$ cat src/rtl/thermfold_pkg.sv
package thermfold_pkg;
  localparam int TC_W = 3;

  typedef enum logic [1:0] {
    STEP_X4  = 2'd0,
    STEP_X8  = 2'd1,
    STEP_X16 = 2'd2,
    STEP_X32 = 2'd3
  } rate_e;

  localparam int STEP_SHIFT_MIN = 2;
  localparam int STEP_SHIFT_MAX = STEP_SHIFT_MIN + 3;

  function automatic int step_shift(rate_e r);
    return STEP_SHIFT_MIN + int'(r);
  endfunction
endpackage

$ cat src/rtl/tf_ema.sv
// One exponential smoothing stage with a fixed-point accumulator.
module tf_ema #(
  parameter int AW      = 16,
  parameter int SHIFT_W = 3,
  parameter int OUT_LSB = 0
) (
  input  logic                  clk,
  input  logic                  rst_n,
  input  logic                  load,
  input  logic                  prime,
  input  logic [AW-1:0]         target,
  input  logic [SHIFT_W-1:0]    shift,
  output logic [AW-1:OUT_LSB]   acc_nx
);
  logic [AW-1:0]        acc_q;
  logic [AW-1:0]        acc_sum;
  logic signed [AW:0]   diff;
  logic signed [AW:0]   delta;

  always_comb begin
    diff    = $signed({1'b0, target}) - $signed({1'b0, acc_q});
    delta   = diff >>> shift;
    acc_sum = prime ? target : acc_q + delta[AW-1:0];
  end

  assign acc_nx = acc_sum[AW-1:OUT_LSB];

  always_ff @(posedge clk) begin
    if (!rst_n)     acc_q <= '0;
    else if (load)  acc_q <= acc_sum;
  end
endmodule

$ cat src/rtl/tf_foldback.sv
// Linear reduction above the foldback point, saturated and optionally clamped.
module tf_foldback
  import thermfold_pkg::*;
#(
  parameter int CODE_W = 8,
  parameter int DIM_W  = 12
) (
  input  logic [CODE_W-1:0] temp,
  input  logic [CODE_W-1:0] thr,
  input  rate_e             rate,
  input  logic              clamp_en,
  input  logic [CODE_W-1:0] sat_lo,
  input  logic [CODE_W-1:0] sat_hi,
  input  logic              bypass,
  output logic [DIM_W-1:0]  adj
);
  localparam int RAW_W  = CODE_W + STEP_SHIFT_MAX + 1;
  localparam int PROD_W = (RAW_W > DIM_W + 1) ? RAW_W : DIM_W + 1;
  localparam logic [PROD_W-1:0] DIM_FULL = PROD_W'({DIM_W{1'b1}});

  logic [CODE_W-1:0] over;
  logic [PROD_W-1:0] prod;
  logic [DIM_W-1:0]  raw;
  logic [DIM_W-1:0]  lo_s, hi_s;
  logic [DIM_W-1:0]  clamped;

  generate
    if (DIM_W >= CODE_W) begin : g_scale_up
      assign lo_s = DIM_W'(sat_lo) << (DIM_W - CODE_W);
      assign hi_s = DIM_W'(sat_hi) << (DIM_W - CODE_W);
    end else begin : g_scale_down
      assign lo_s = sat_lo[CODE_W-1 -: DIM_W];
      assign hi_s = sat_hi[CODE_W-1 -: DIM_W];
    end
  endgenerate

  always_comb begin
    over = (temp > thr) ? temp - thr : '0;
    prod = PROD_W'(over) << step_shift(rate);
    raw  = (prod > DIM_FULL) ? DIM_FULL[DIM_W-1:0] : prod[DIM_W-1:0];
    if (!clamp_en || raw == '0) clamped = raw;
    else if (raw < lo_s)        clamped = lo_s;
    else if (raw > hi_s)        clamped = hi_s;
    else                        clamped = raw;
    adj = bypass ? '0 : clamped;
  end
endmodule

$ cat src/rtl/tf_fault_latch.sv
// Hysteretic shutdown latch: trips at the shutdown point, releases below wake-up.
module tf_fault_latch #(
  parameter int CODE_W = 8
) (
  input  logic              clk,
  input  logic              rst_n,
  input  logic              upd,
  input  logic              bypass,
  input  logic [CODE_W-1:0] temp,
  input  logic [CODE_W-1:0] shut_thr,
  input  logic [CODE_W-1:0] wake_thr,
  output logic              fault_nx,
  output logic              fault_q
);
  always_comb begin
    if (bypass)                          fault_nx = 1'b0;
    else if (temp >= shut_thr)           fault_nx = 1'b1;
    else if (fault_q && temp >= wake_thr) fault_nx = 1'b1;
    else                                 fault_nx = 1'b0;
  end

  always_ff @(posedge clk) begin
    if (!rst_n)   fault_q <= 1'b0;
    else if (upd) fault_q <= fault_nx;
  end
endmodule

$ cat src/rtl/thermal_foldback.sv
module thermal_foldback
  import thermfold_pkg::*;
#(
  parameter int CODE_W = 8,
  parameter int FRAC_W = 8,
  parameter int DIM_W  = 12
) (
  input  logic              clk,
  input  logic              rst_n,
  input  logic              s_valid,
  output logic              s_ready,
  input  logic [CODE_W-1:0] s_code,
  input  logic              otp_dis,
  input  logic [CODE_W-1:0] fold_thr,
  input  logic [CODE_W-1:0] wake_thr,
  input  logic [CODE_W-1:0] shut_thr,
  input  logic [1:0]        rate_sel,
  input  logic [TC_W-1:0]   tc_fast,
  input  logic [TC_W-1:0]   tc_slow,
  input  logic              clamp_en,
  input  logic [CODE_W-1:0] sat_lo,
  input  logic [CODE_W-1:0] sat_hi,
  output logic              m_valid,
  input  logic              m_ready,
  output logic [CODE_W-1:0] m_temp,
  output logic [DIM_W-1:0]  m_dim_adj,
  output logic [DIM_W-1:0]  m_dim_level,
  output logic              conv_en,
  output logic              fault
);
  localparam int AW = CODE_W + FRAC_W;
  localparam logic [DIM_W-1:0] DIM_FULL = {DIM_W{1'b1}};

  logic              take_in;
  logic              adv_out;
  logic              primed_q;
  logic              pv_q;
  logic [CODE_W-1:0] ptemp_q;
  logic [AW-1:0]     acc1_nx;
  logic [CODE_W-1:0] temp2_nx;
  logic [DIM_W-1:0]  adj_c;
  logic              fault_nx;
  logic              fault_q;

  // Two-slot pipeline: smoothed code slot, then result slot.
  assign adv_out = !m_valid || m_ready;
  assign s_ready = !pv_q || adv_out;
  assign take_in = s_valid && s_ready;

  tf_ema #(.AW(AW), .SHIFT_W(TC_W), .OUT_LSB(0)) u_fast (
    .clk    (clk),
    .rst_n  (rst_n),
    .load   (take_in),
    .prime  (!primed_q),
    .target ({s_code, {FRAC_W{1'b0}}}),
    .shift  (tc_fast),
    .acc_nx (acc1_nx)
  );

  tf_ema #(.AW(AW), .SHIFT_W(TC_W), .OUT_LSB(FRAC_W)) u_slow (
    .clk    (clk),
    .rst_n  (rst_n),
    .load   (take_in),
    .prime  (!primed_q),
    .target (acc1_nx),
    .shift  (tc_slow),
    .acc_nx (temp2_nx)
  );

  always_ff @(posedge clk) begin
    if (!rst_n) begin
      primed_q <= 1'b0;
      pv_q     <= 1'b0;
      ptemp_q  <= '0;
    end else begin
      if (take_in) begin
        primed_q <= 1'b1;
        pv_q     <= 1'b1;
        ptemp_q  <= temp2_nx;
      end else if (adv_out) begin
        pv_q     <= 1'b0;
      end
    end
  end

  tf_foldback #(.CODE_W(CODE_W), .DIM_W(DIM_W)) u_fold (
    .temp     (ptemp_q),
    .thr      (fold_thr),
    .rate     (rate_e'(rate_sel)),
    .clamp_en (clamp_en),
    .sat_lo   (sat_lo),
    .sat_hi   (sat_hi),
    .bypass   (otp_dis),
    .adj      (adj_c)
  );

  tf_fault_latch #(.CODE_W(CODE_W)) u_latch (
    .clk      (clk),
    .rst_n    (rst_n),
    .upd      (pv_q && adv_out),
    .bypass   (otp_dis),
    .temp     (ptemp_q),
    .shut_thr (shut_thr),
    .wake_thr (wake_thr),
    .fault_nx (fault_nx),
    .fault_q  (fault_q)
  );

  always_ff @(posedge clk) begin
    if (!rst_n) begin
      m_valid     <= 1'b0;
      m_temp      <= '0;
      m_dim_adj   <= '0;
      m_dim_level <= DIM_FULL;
    end else if (pv_q && adv_out) begin
      m_valid     <= 1'b1;
      m_temp      <= ptemp_q;
      m_dim_adj   <= adj_c;
      m_dim_level <= fault_nx ? '0 : DIM_FULL - adj_c;
    end else if (m_ready) begin
      m_valid     <= 1'b0;
    end
  end

  assign fault   = fault_q;
  assign conv_en = !fault_q;
endmodule

$ cat config.mk
export PLATFORM = sky130hd
export DESIGN_NAME = thermal_foldback
export DESIGN_NICKNAME = d
export VERILOG_FILES = /design/src/rtl/thermfold_pkg.sv /design/src/rtl/tf_ema.sv /design/src/rtl/tf_foldback.sv /design/src/rtl/tf_fault_latch.sv /design/src/rtl/thermal_foldback.sv
export SDC_FILE = /design/constraint.sdc
export NUM_CORES = 1
export LEC_CHECK = 0
export BUFFER_PORTS_ARGS = -buffer_cell sky130_fd_sc_hd__clkbuf_2
export CORE_UTILIZATION = 55
export CTS_CLUSTER_DIAMETER = 200
export CTS_CLUSTER_SIZE = 20
export DETAILED_ROUTE_END_ITERATION = 16
export GPL_ROUTABILITY_DRIVEN = 0
export GPL_TIMING_DRIVEN = 0
export PLACE_DENSITY = 0.79
export SLEW_MARGIN = 20
export SYNTH_ARGS = -nofsm -noshare
export SYNTH_HDL_FRONTEND = slang
export SYNTH_SLANG_ARGS = --single-unit
$ cat constraint.sdc
create_clock -name clk -period 8.2 [get_ports clk]
set_input_delay 1.23 -clock clk [delete_from_list [all_inputs] [get_ports clk]]
set_output_delay 1.23 -clock clk [all_outputs]
set_load 0.05 [all_outputs]
After elaboration in Yosys (flattened, before gate mapping)
Index checks and enable logic that the tools add are counted.
{"block": "totals", "reg_bits": 76, "inputBits": 62, "wordCells": 55}
{"block": "op_classes", "n_mux": 16, "add_sub_neg": 7, "shifts": 3, "order_cmp": 6, "reduce_logical": 13}
{"cell": "12-bit 2-to-1 mux", "count": 6}
{"cell": "17-bit by 3-bit >>> shifter with 16-bit output", "count": 2}
{"cell": "16-bit by 16-bit subtractor with 17-bit output", "count": 2}
{"cell": "16-bit adder", "count": 2}
{"cell": "16-bit 2-to-1 mux", "count": 2}
{"cell": "8-bit by 32-bit << shifter with 14-bit output", "count": 1}
{"cell": "8-bit greater-or-equal comparator", "count": 2}
{"cell": "14-bit by 12-bit greater-than comparator with 1-bit output, second input constant", "count": 1}
{"cell": "12-bit greater-than comparator", "count": 1}
{"cell": "12-bit zero test", "count": 1}
{"cell": "12-bit less-than comparator", "count": 1}
{"cell": "12-bit subtractor, first input constant", "count": 1}
{"cell": "8-bit greater-than comparator", "count": 1}
{"cell": "8-bit 2-to-1 mux", "count": 1}
{"cell": "8-bit subtractor", "count": 1}
{"cell": "1-bit 2-to-1 mux", "count": 7}
{"cell": "1-bit zero test", "count": 4}
{"cell": "2-bit nonzero test", "count": 2}
{"cell": "2-bit by 2-bit adder with 3-bit output, first input constant", "count": 1}
{"cell": "1-bit logical AND", "count": 3}
{"cell": "1-bit logical OR", "count": 3}

Logic depth before layout (Yosys ltp)
Gate-level depths: netlist (run 1).
{"block": "logic_depth", "ltp_word": 12, "mapped_depth": 38, "ltp_nobuf": 38}

Modules after synthesis
A second synthesis (run 1) with hierarchy kept.
{"block": "hier_totals", "cells_unflattened": 1265, "hier_area_um2": 9726.8}
{"module": "tf_ema (u_fast)", "instances": 1, "cells_each": 413, "area_each_um2": 2994.1}
{"module": "tf_ema (u_slow)", "instances": 1, "cells_each": 378, "area_each_um2": 2875.3}
{"module": "thermal_foldback", "instances": 1, "cells_each": 184, "area_each_um2": 1701.6}
{"module": "tf_foldback", "instances": 1, "cells_each": 226, "area_each_um2": 1692.9}
{"module": "tf_fault_latch", "instances": 1, "cells_each": 64, "area_each_um2": 462.9}

Least setup slack after synthesis (run 1)
Ideal clock, no wire load.
{"block": "synth_timing", "path_type": "in2reg", "from": "input s_code[0]", "to": "register ptemp_q[7]", "t_required_ns": 8.080, "setup_time_ns": 0.120, "arrival_time_ns": 8.152, "slack_ns": -0.072, "path_buffers": 0, "cell_stages": 35, "path_cell_list": "ha_1 -> nor4b_1 -> a21o_1 -> o31a_1 -> a21o_1 -> o41ai_1 -> mux2i_1 -> mux2i_1 -> nand2_1 -> o21ai_0 -> ha_1 -> and2_1 -> o21ai_0 -> and3_1 -> o41ai_1 -> nand2_1 -> ha_1 -> and2_1 -> a221o_1 -> a41oi_1 -> o21ai_0 -> xor2_1 -> mux2i_1 -> mux2i_1 -> mux2_2 -> ha_1 -> a21oi_1 -> nor2_1 -> a21oi_1 -> o31ai_1 -> o41a_1 -> a21o_1 -> a21oi_1 -> nor3b_1 -> o31a_1"}
{"block": "synth_between", "elab_chain_cells": 8}
{"element": "from (decl)", "line": "thermal_foldback.sv:12", "rtl": "input logic [CODE_W-1:0] s_code,"}
{"element": "16-bit by 16-bit subtractor with 17-bit output", "line": "tf_ema.sv:21", "rtl": "diff = $signed({1'b0, target}) - $signed({1'b0, acc_q});"}
{"element": "17-bit by 3-bit >>> shifter with 16-bit output", "line": "tf_ema.sv:22", "rtl": "delta = diff >>> shift;"}
{"element": "16-bit adder", "line": "tf_ema.sv:23", "rtl": "acc_sum = prime ? target : acc_q + delta[AW-1:0];"}
{"element": "16-bit 2-to-1 mux", "line": "tf_ema.sv:23"}
{"element": "via acc1_nx[10]", "line": "thermal_foldback.sv:39", "rtl": "logic [AW-1:0] acc1_nx;"}
{"element": "16-bit by 16-bit subtractor with 17-bit output", "line": "tf_ema.sv:21"}
{"element": "17-bit by 3-bit >>> shifter with 16-bit output", "line": "tf_ema.sv:22"}
{"element": "16-bit adder", "line": "tf_ema.sv:23"}
{"element": "16-bit 2-to-1 mux", "line": "tf_ema.sv:23"}
{"element": "to (signal assigned)", "line": "thermal_foldback.sv:79", "rtl": "ptemp_q <= temp2_nx;"}
{"element": "to (decl)", "line": "thermal_foldback.sv:38", "rtl": "logic [CODE_W-1:0] ptemp_q;"}
The timed path passes the listed nets, and every way through them passes these cells.
A chain may end at the register's enable or synchronous reset.

Final worst setup path (run 1)
Ends and elaborated chain as after synthesis.

==> impl_metrics.json, run 1 <==
{
  "cp_max_fo": 6,
  "dp_cells": 1366,
  "min_period_over_period_pct": 102.3,
  "viasPerCell": 6.204,
  "grt_pass1_wl_mm": 36.42,
  "grt_usage_pct": 30.06,
  "synth_ff_type": "dfxtp_1",
  "required_ns": 8.42,
  "final-hold-violation-count": 0,
  "grt_max_degree": 15,
  "maxCapViolCount": 0,
  "grt_overflow": 0,
  "numCtsBuffers": 9,
  "worstPathArrival_ns": 8.61,
  "antenna_found_initial": 0,
  "synth-async-reset-ratio_pct": 0,
  "startpoint_type": "input pin",
  "row_count": 44,
  "slowest_delay_ns": 0.46,
  "most-common-layout-cells": "clkbuf_2 (94), nor2_1 (93), nand2_1 (92)",
  "diodes": 0,
  "crit_family": "compound AO/OA/AOI/OAI gates",
  "numPortBuffers": 93,
  "synth_seq_cells": 68,
  "clk_pin_slew_ns": 0.06,
  "synth-edff-count": 0,
  "ys_seq_area_share_pct": 16.66,
  "drc": 0,
  "preCtsSetupSlack_ns": -1.200,
  "fp.coreArea_um2": 14530,
  "final-instance-count-excl-fill": 1425,
  "layout-drive-gt1-share_pct": 22.97,
  "final_common_cell": "clkbuf_2",
  "die_area_um2": 15350,
  "min_period_ns": 8.385,
  "avgSynthCellArea_um2": 7.503,
  "ios": 98,
  "crit_top_cell": "a21o_1",
  "clock_skew_ns": 0.009262,
  "critPathSlowestCell": "o41a_1",
  "synthCells": 1089,
  "path_buf_inv": 2,
  "wl_per_cell_um": 17.88,
  "syn_area_um2": 8170,
  "crit_type": "input pin to flip-flop",
  "ys_types": 77,
  "rsz0062_at_grt": "true",
  "hp-class": "flip-flop to flip-flop",
  "die_x_um": 123.9,
  "clk_path_buf_depth": 2,
  "area_growth_pct": 24.29,
  "finalSetupViolations": 2,
  "ant_nets": 0,
  "final_nets": 1401,
  "ys_warn_count": 0,
  "power_mw": 2.496,
  "dr.pass1.iters": 6,
  "worst_slew_pin_slew_ns": 1.034,
  "cp-end-kind": "flip-flop",
  "outcome": "complete, but fails checks",
  "power_density_nw_per_um2": 245.8,
  "ir_drop_mv": 0.1420,
  "fmax_mhz": 119.3,
  "grt_pass1_vias": 7634,
  "syn-num-nets": 1254,
  "start_util_pct": 56.22,
  "wirelength_mm": 25.48,
  "clk_latency_ns": 0.34,
  "max_slew_margin_pct": 31.07,
  "seq_area_um2": 1361,
  "drt_iter0_markers": 707,
  "cts_tree": "built",
  "hold_ws_ns": 0.4550,
  "vias": 8840,
  "die_h_um": 123.9,
  "fin_ws_ns": -0.1847,
  "multi_input_area_um2": 6919,
  "clockRootBuffer": "clkbuf_16",
  "leakage_nw": 4.532,
  "drv_slew": 0,
  "hpwl_mm": 18.09,
  "nFillCells": 1116,
  "htreeDepth": 3,
  "failed_checks": "setup timing",
  "cts.sinks": 68
}
-- metal layers --
metal  global-route usage (%)  wire length [um]  share of wire (%)  vias up
li1                         -                 -                  -     4254
met1                    40.91             10820                 42     4081
met2                    50.24             11940                 47      423
met3                    3.159              1944                7.6       82
met4                    7.982               771                3.0        0
met5                        0                 0                  0        -
-- cells in the mapped netlist, types with 22 or more instances --
cell type	count	area share, %
nor2_1	94	4.3
xnor2_1	30	3.2
mux2i_1	34	4.2
clkbuf_1	46	2.1
a21oi_1	109	6.7
nor3_1	23	1.4
a211oi_1	22	2.0
dfxtp_1	68	17
o21ai_0	68	4.2
a21o_1	26	2.4
nand2_1	94	4.3
inv_1	79	3.6
ha_1	99	15
-- where the power goes --
group,switching (mW),leakage [nW],internal [mW]
registers,0.0353,0.558,0.357
clock network,0.165,0.145,0.241
logic,0.939,3.83,0.759
-- final cells by class --
type | count | area share (%)
buffer | 53 | 2.132
clock buffer | 9 | 2.218
clock inverter | 7 | 0.8132
inverter | 81 | 2.994
multi-input combinational | 886 | 68.14
sequential | 68 | 13.41
tap | 184 | 2.267
timing repair buffer | 137 | 8.034
-- per-stage QoR --
stage,util (%),area [um2],setup TNS [ns]
final,69.87,10150,-0.1874
after global routing,69.87,10150,-1.155
after CTS,64.98,9444,0
after detailed placement,61.11,8881,-5.477
after global placement,61.11,8881,-4.760
after floorplan,-,8185,0
-- registers in the layout, summed over array words and instances (netlist names) --
| name | count |
|---|---|
| m_dim_adj | 12 |
| m_dim_level | 12 |
| m_temp | 8 |
| m_valid | 1 |
| primed_q | 1 |
| ptemp_q | 8 |
| pv_q | 1 |
| u_fast.acc_q | 16 |
| u_latch.fault_q | 1 |
| u_slow.acc_q | 8 |
-- final timing paths --
path / slack, ns / from / cells past startpoint / endpoint
worst max-delay path: -0.18 / s_code[0] / 37 / ptemp_q[7]
worst min-delay path: 0.45 / m_temp[7] / 2 / m_temp[7]
worst max register to register: -0.01 / u_fast.acc_q[3] / 37 / ptemp_q[7]
worst min register to register: 0.45 / m_temp[7] / 2 / m_temp[7]
-- cells by family after synthesis --
kind of cell,after synthesis,synth area share (%)
fa+ha+maj,103,16.14
mux,59,8.162
compound gates,345,27.86
buf+inv,135,6.309
flops,68,16.66
xor+xnor,50,5.528
simple gates,329,19.34
-- worst register-to-register path, delay by kind of cell (launching register included) --
| kind | cells | cell delay (ns) |
|---|---|---|
| muxes | 2 | 0.39 |
| and+or+nand+nor | 9 | 1.88 |
| DFF | 1 | 0.34 |
| buffers and inverters | 2 | 0.41 |
| adders and majority gates | 3 | 0.87 |
| AOI/OAI and AO/OA | 19 | 3.64 |
| xor gates and xnor gates | 2 | 0.56 |
-- repair_timing --
item	CTS	global route
hold buffers	0	0
pin swaps	16	64
resized for setup	31	110
buffers inserted	13	31
setup endpoints to repair	8	8
cloned	0	0
Power figures use the tool's default switching activity.
==> run 2: changes to the inputs <==
==> constraint.sdc (replaced) <==
create_clock -name clk -period 6.9 [get_ports clk]
set_input_delay 1.035 -clock clk [delete_from_list [all_inputs] [get_ports clk]]
set_output_delay 1.035 -clock clk [all_outputs]
set_load 0.05 [all_outputs]
==> impl_metrics.json, run 2 (synthesis results as in run 1) <==
{
  "outcome": "complete, but fails checks",
  "failed_checks": "setup timing",
  "final_nets": 1410,
  "cp-end-kind": "flip-flop",
  "antenna_found_initial": 0,
  "grt_pass1_wl_mm": 37.39,
  "most-common-layout-cells": "clkbuf_2 (95), nor2_1 (93), nand2_1 (92)",
  "path_buf_inv": 1,
  "numPortBuffers": 93,
  "power_mw": 3.042,
  "ir_drop_mv": 0.1476,
  "crit_top_cell": "a21o_1",
  "top_register": "u_fast.acc_q",
  "largest_reg_flops": 16,
  "crit_type": "input pin to flip-flop",
  "die_area_um2": 15350,
  "clk_pin_slew_ns": 0.06,
  "rsz0062_at_grt": "true",
  "drc": 0,
  "clockRootBuffer": "clkbuf_16",
  "min_period_over_period_pct": 117.6,
  "ant_nets": 0,
  "min_period_ns": 8.112,
  "diodes": 0,
  "nFillCells": 1116,
  "max_slew_margin_pct": 23.11,
  "clock_skew_ns": 0.007905,
  "required_ns": 7.12,
  "preCtsSetupSlack_ns": -1.556,
  "crit_family": "compound AO/OA/AOI/OAI gates",
  "ios": 98,
  "cp_max_fo": 4,
  "finalSetupViolations": 11,
  "maxCapViolCount": 0,
  "finalCoreUtilization_pct": 70.52,
  "grt_max_degree": 15,
  "slowest_delay_ns": 0.38,
  "die_x_um": 123.9,
  "worstPathArrival_ns": 8.34,
  "setup-tns-final_ns": -7.144,
  "hpwl_mm": 18.23,
  "die_h_um": 123.9,
  "clk_latency_ns": 0.34,
  "wl_per_cell_um": 17.63,
  "grt_overflow": 0,
  "hp-class": "flip-flop to flip-flop",
  "fmax_mhz": 123.3,
  "cts.sinks": 68,
  "biggestRegsByFlops": "u_fast.acc_q (16), m_dim_adj (12), m_dim_level (12)",
  "row_count": 44,
  "grt_pass1_vias": 8002,
  "worst_slew_pin_slew_ns": 1.153,
  "fp.coreArea_um2": 14530,
  "htreeDepth": 3,
  "dr.pass1.iters": 6,
  "start_util_pct": 56.22,
  "fin_ws_ns": -1.212,
  "drt_iter0_markers": 759,
  "layout-drive-gt1-share_pct": 24.08,
  "power_density_nw_per_um2": 296.8,
  "wirelength_mm": 25.28,
  "grt_usage_pct": 30.90,
  "startpoint_type": "input pin",
  "final-hold-violation-count": 0,
  "dp_cells": 1366,
  "leakage_nw": 4.602,
  "drv_slew": 0,
  "final-instance-count-excl-fill": 1434,
  "critPathSlowestCell": "or3_4",
  "clk_path_buf_depth": 2,
  "viasPerCell": 6.169,
  "area_growth_pct": 25.45,
  "vias": 8846,
  "final_common_cell": "clkbuf_2",
  "numCtsBuffers": 9,
  "cts_tree": "built"
}
[run 2: worst paths after layout]
kind | start | endpoint | slack (ns) | depth (start not counted)
max | s_code[0] | ptemp_q[7] | -1.21 | 35
min | m_temp[7] | m_temp[7] | 0.45 | 2
max reg2reg | u_fast.acc_q[1] | ptemp_q[7] | -1.09 | 35
min reg2reg | m_temp[7] | m_temp[7] | 0.45 | 2
[run 2: per-stage QoR]
| stage | area (um2) | hold WS [ns] |
|---|---|---|
| 2_1_floorplan | 8374 | 0.4492 |
| 3_3_place_gp | 9070 | 0.4434 |
| 3_5_place_dp | 9070 | 0.4456 |
| 4_1_cts | 9871 | 0.4552 |
| 5_1_grt | 10250 | 0.4780 |
| 6_report | 10250 | 0.4545 |
[run 2: per-layer routing]
metal / GRT usage (%) / up-vias / wire (um)
li1: - / 4281 / -
met1: 39.90 / 4129 / 11190
met2: 53.06 / 375 / 11850
met3: 4.075 / 61 / 1518
met4: 9.563 / 0 / 726
met5: 0 / - / 0
[run 2: where the power goes]
| group | switching (mW) | internal (mW) | leakage (nW) |
|---|---|---|---|
| logic | 1.14 | 0.962 | 3.90 |
| clock network | 0.192 | 0.285 | 0.147 |
| registers | 0.0415 | 0.424 | 0.558 |
| total | 1.37 | 1.67 | 4.60 |
[run 2: worst register-to-register path: cells and delay by family (launching register included)]
family	cells	cell delay, ns
flops	1	0.42
buf+inv	2	0.26
xor+xnor	1	0.28
mux	3	0.91
fa+ha+maj	4	1.28
simple gates	8	1.05
compound gates	17	3.71
[run 2: cell type report]
cell class,count,area [um2],area share [%]
plain buffers,54,232.7,2.271
clock buffers,9,225.2,2.197
clock inverters,7,81.33,0.7935
inverters,81,304.0,2.966
multi-input cells,886,6925,67.57
flip-flops and latches,68,1361,13.28
well taps,184,230.2,2.246
repair buffers,145,889.6,8.679
[run 2: timing repair]
item | 4_1_cts | 5_1_grt
gates resized for setup | 48 | 61
buffers inserted | 33 | 19
hold buffers | 0 | 0
pin swaps | 53 | 33
setup endpoints to repair | 13 | 13
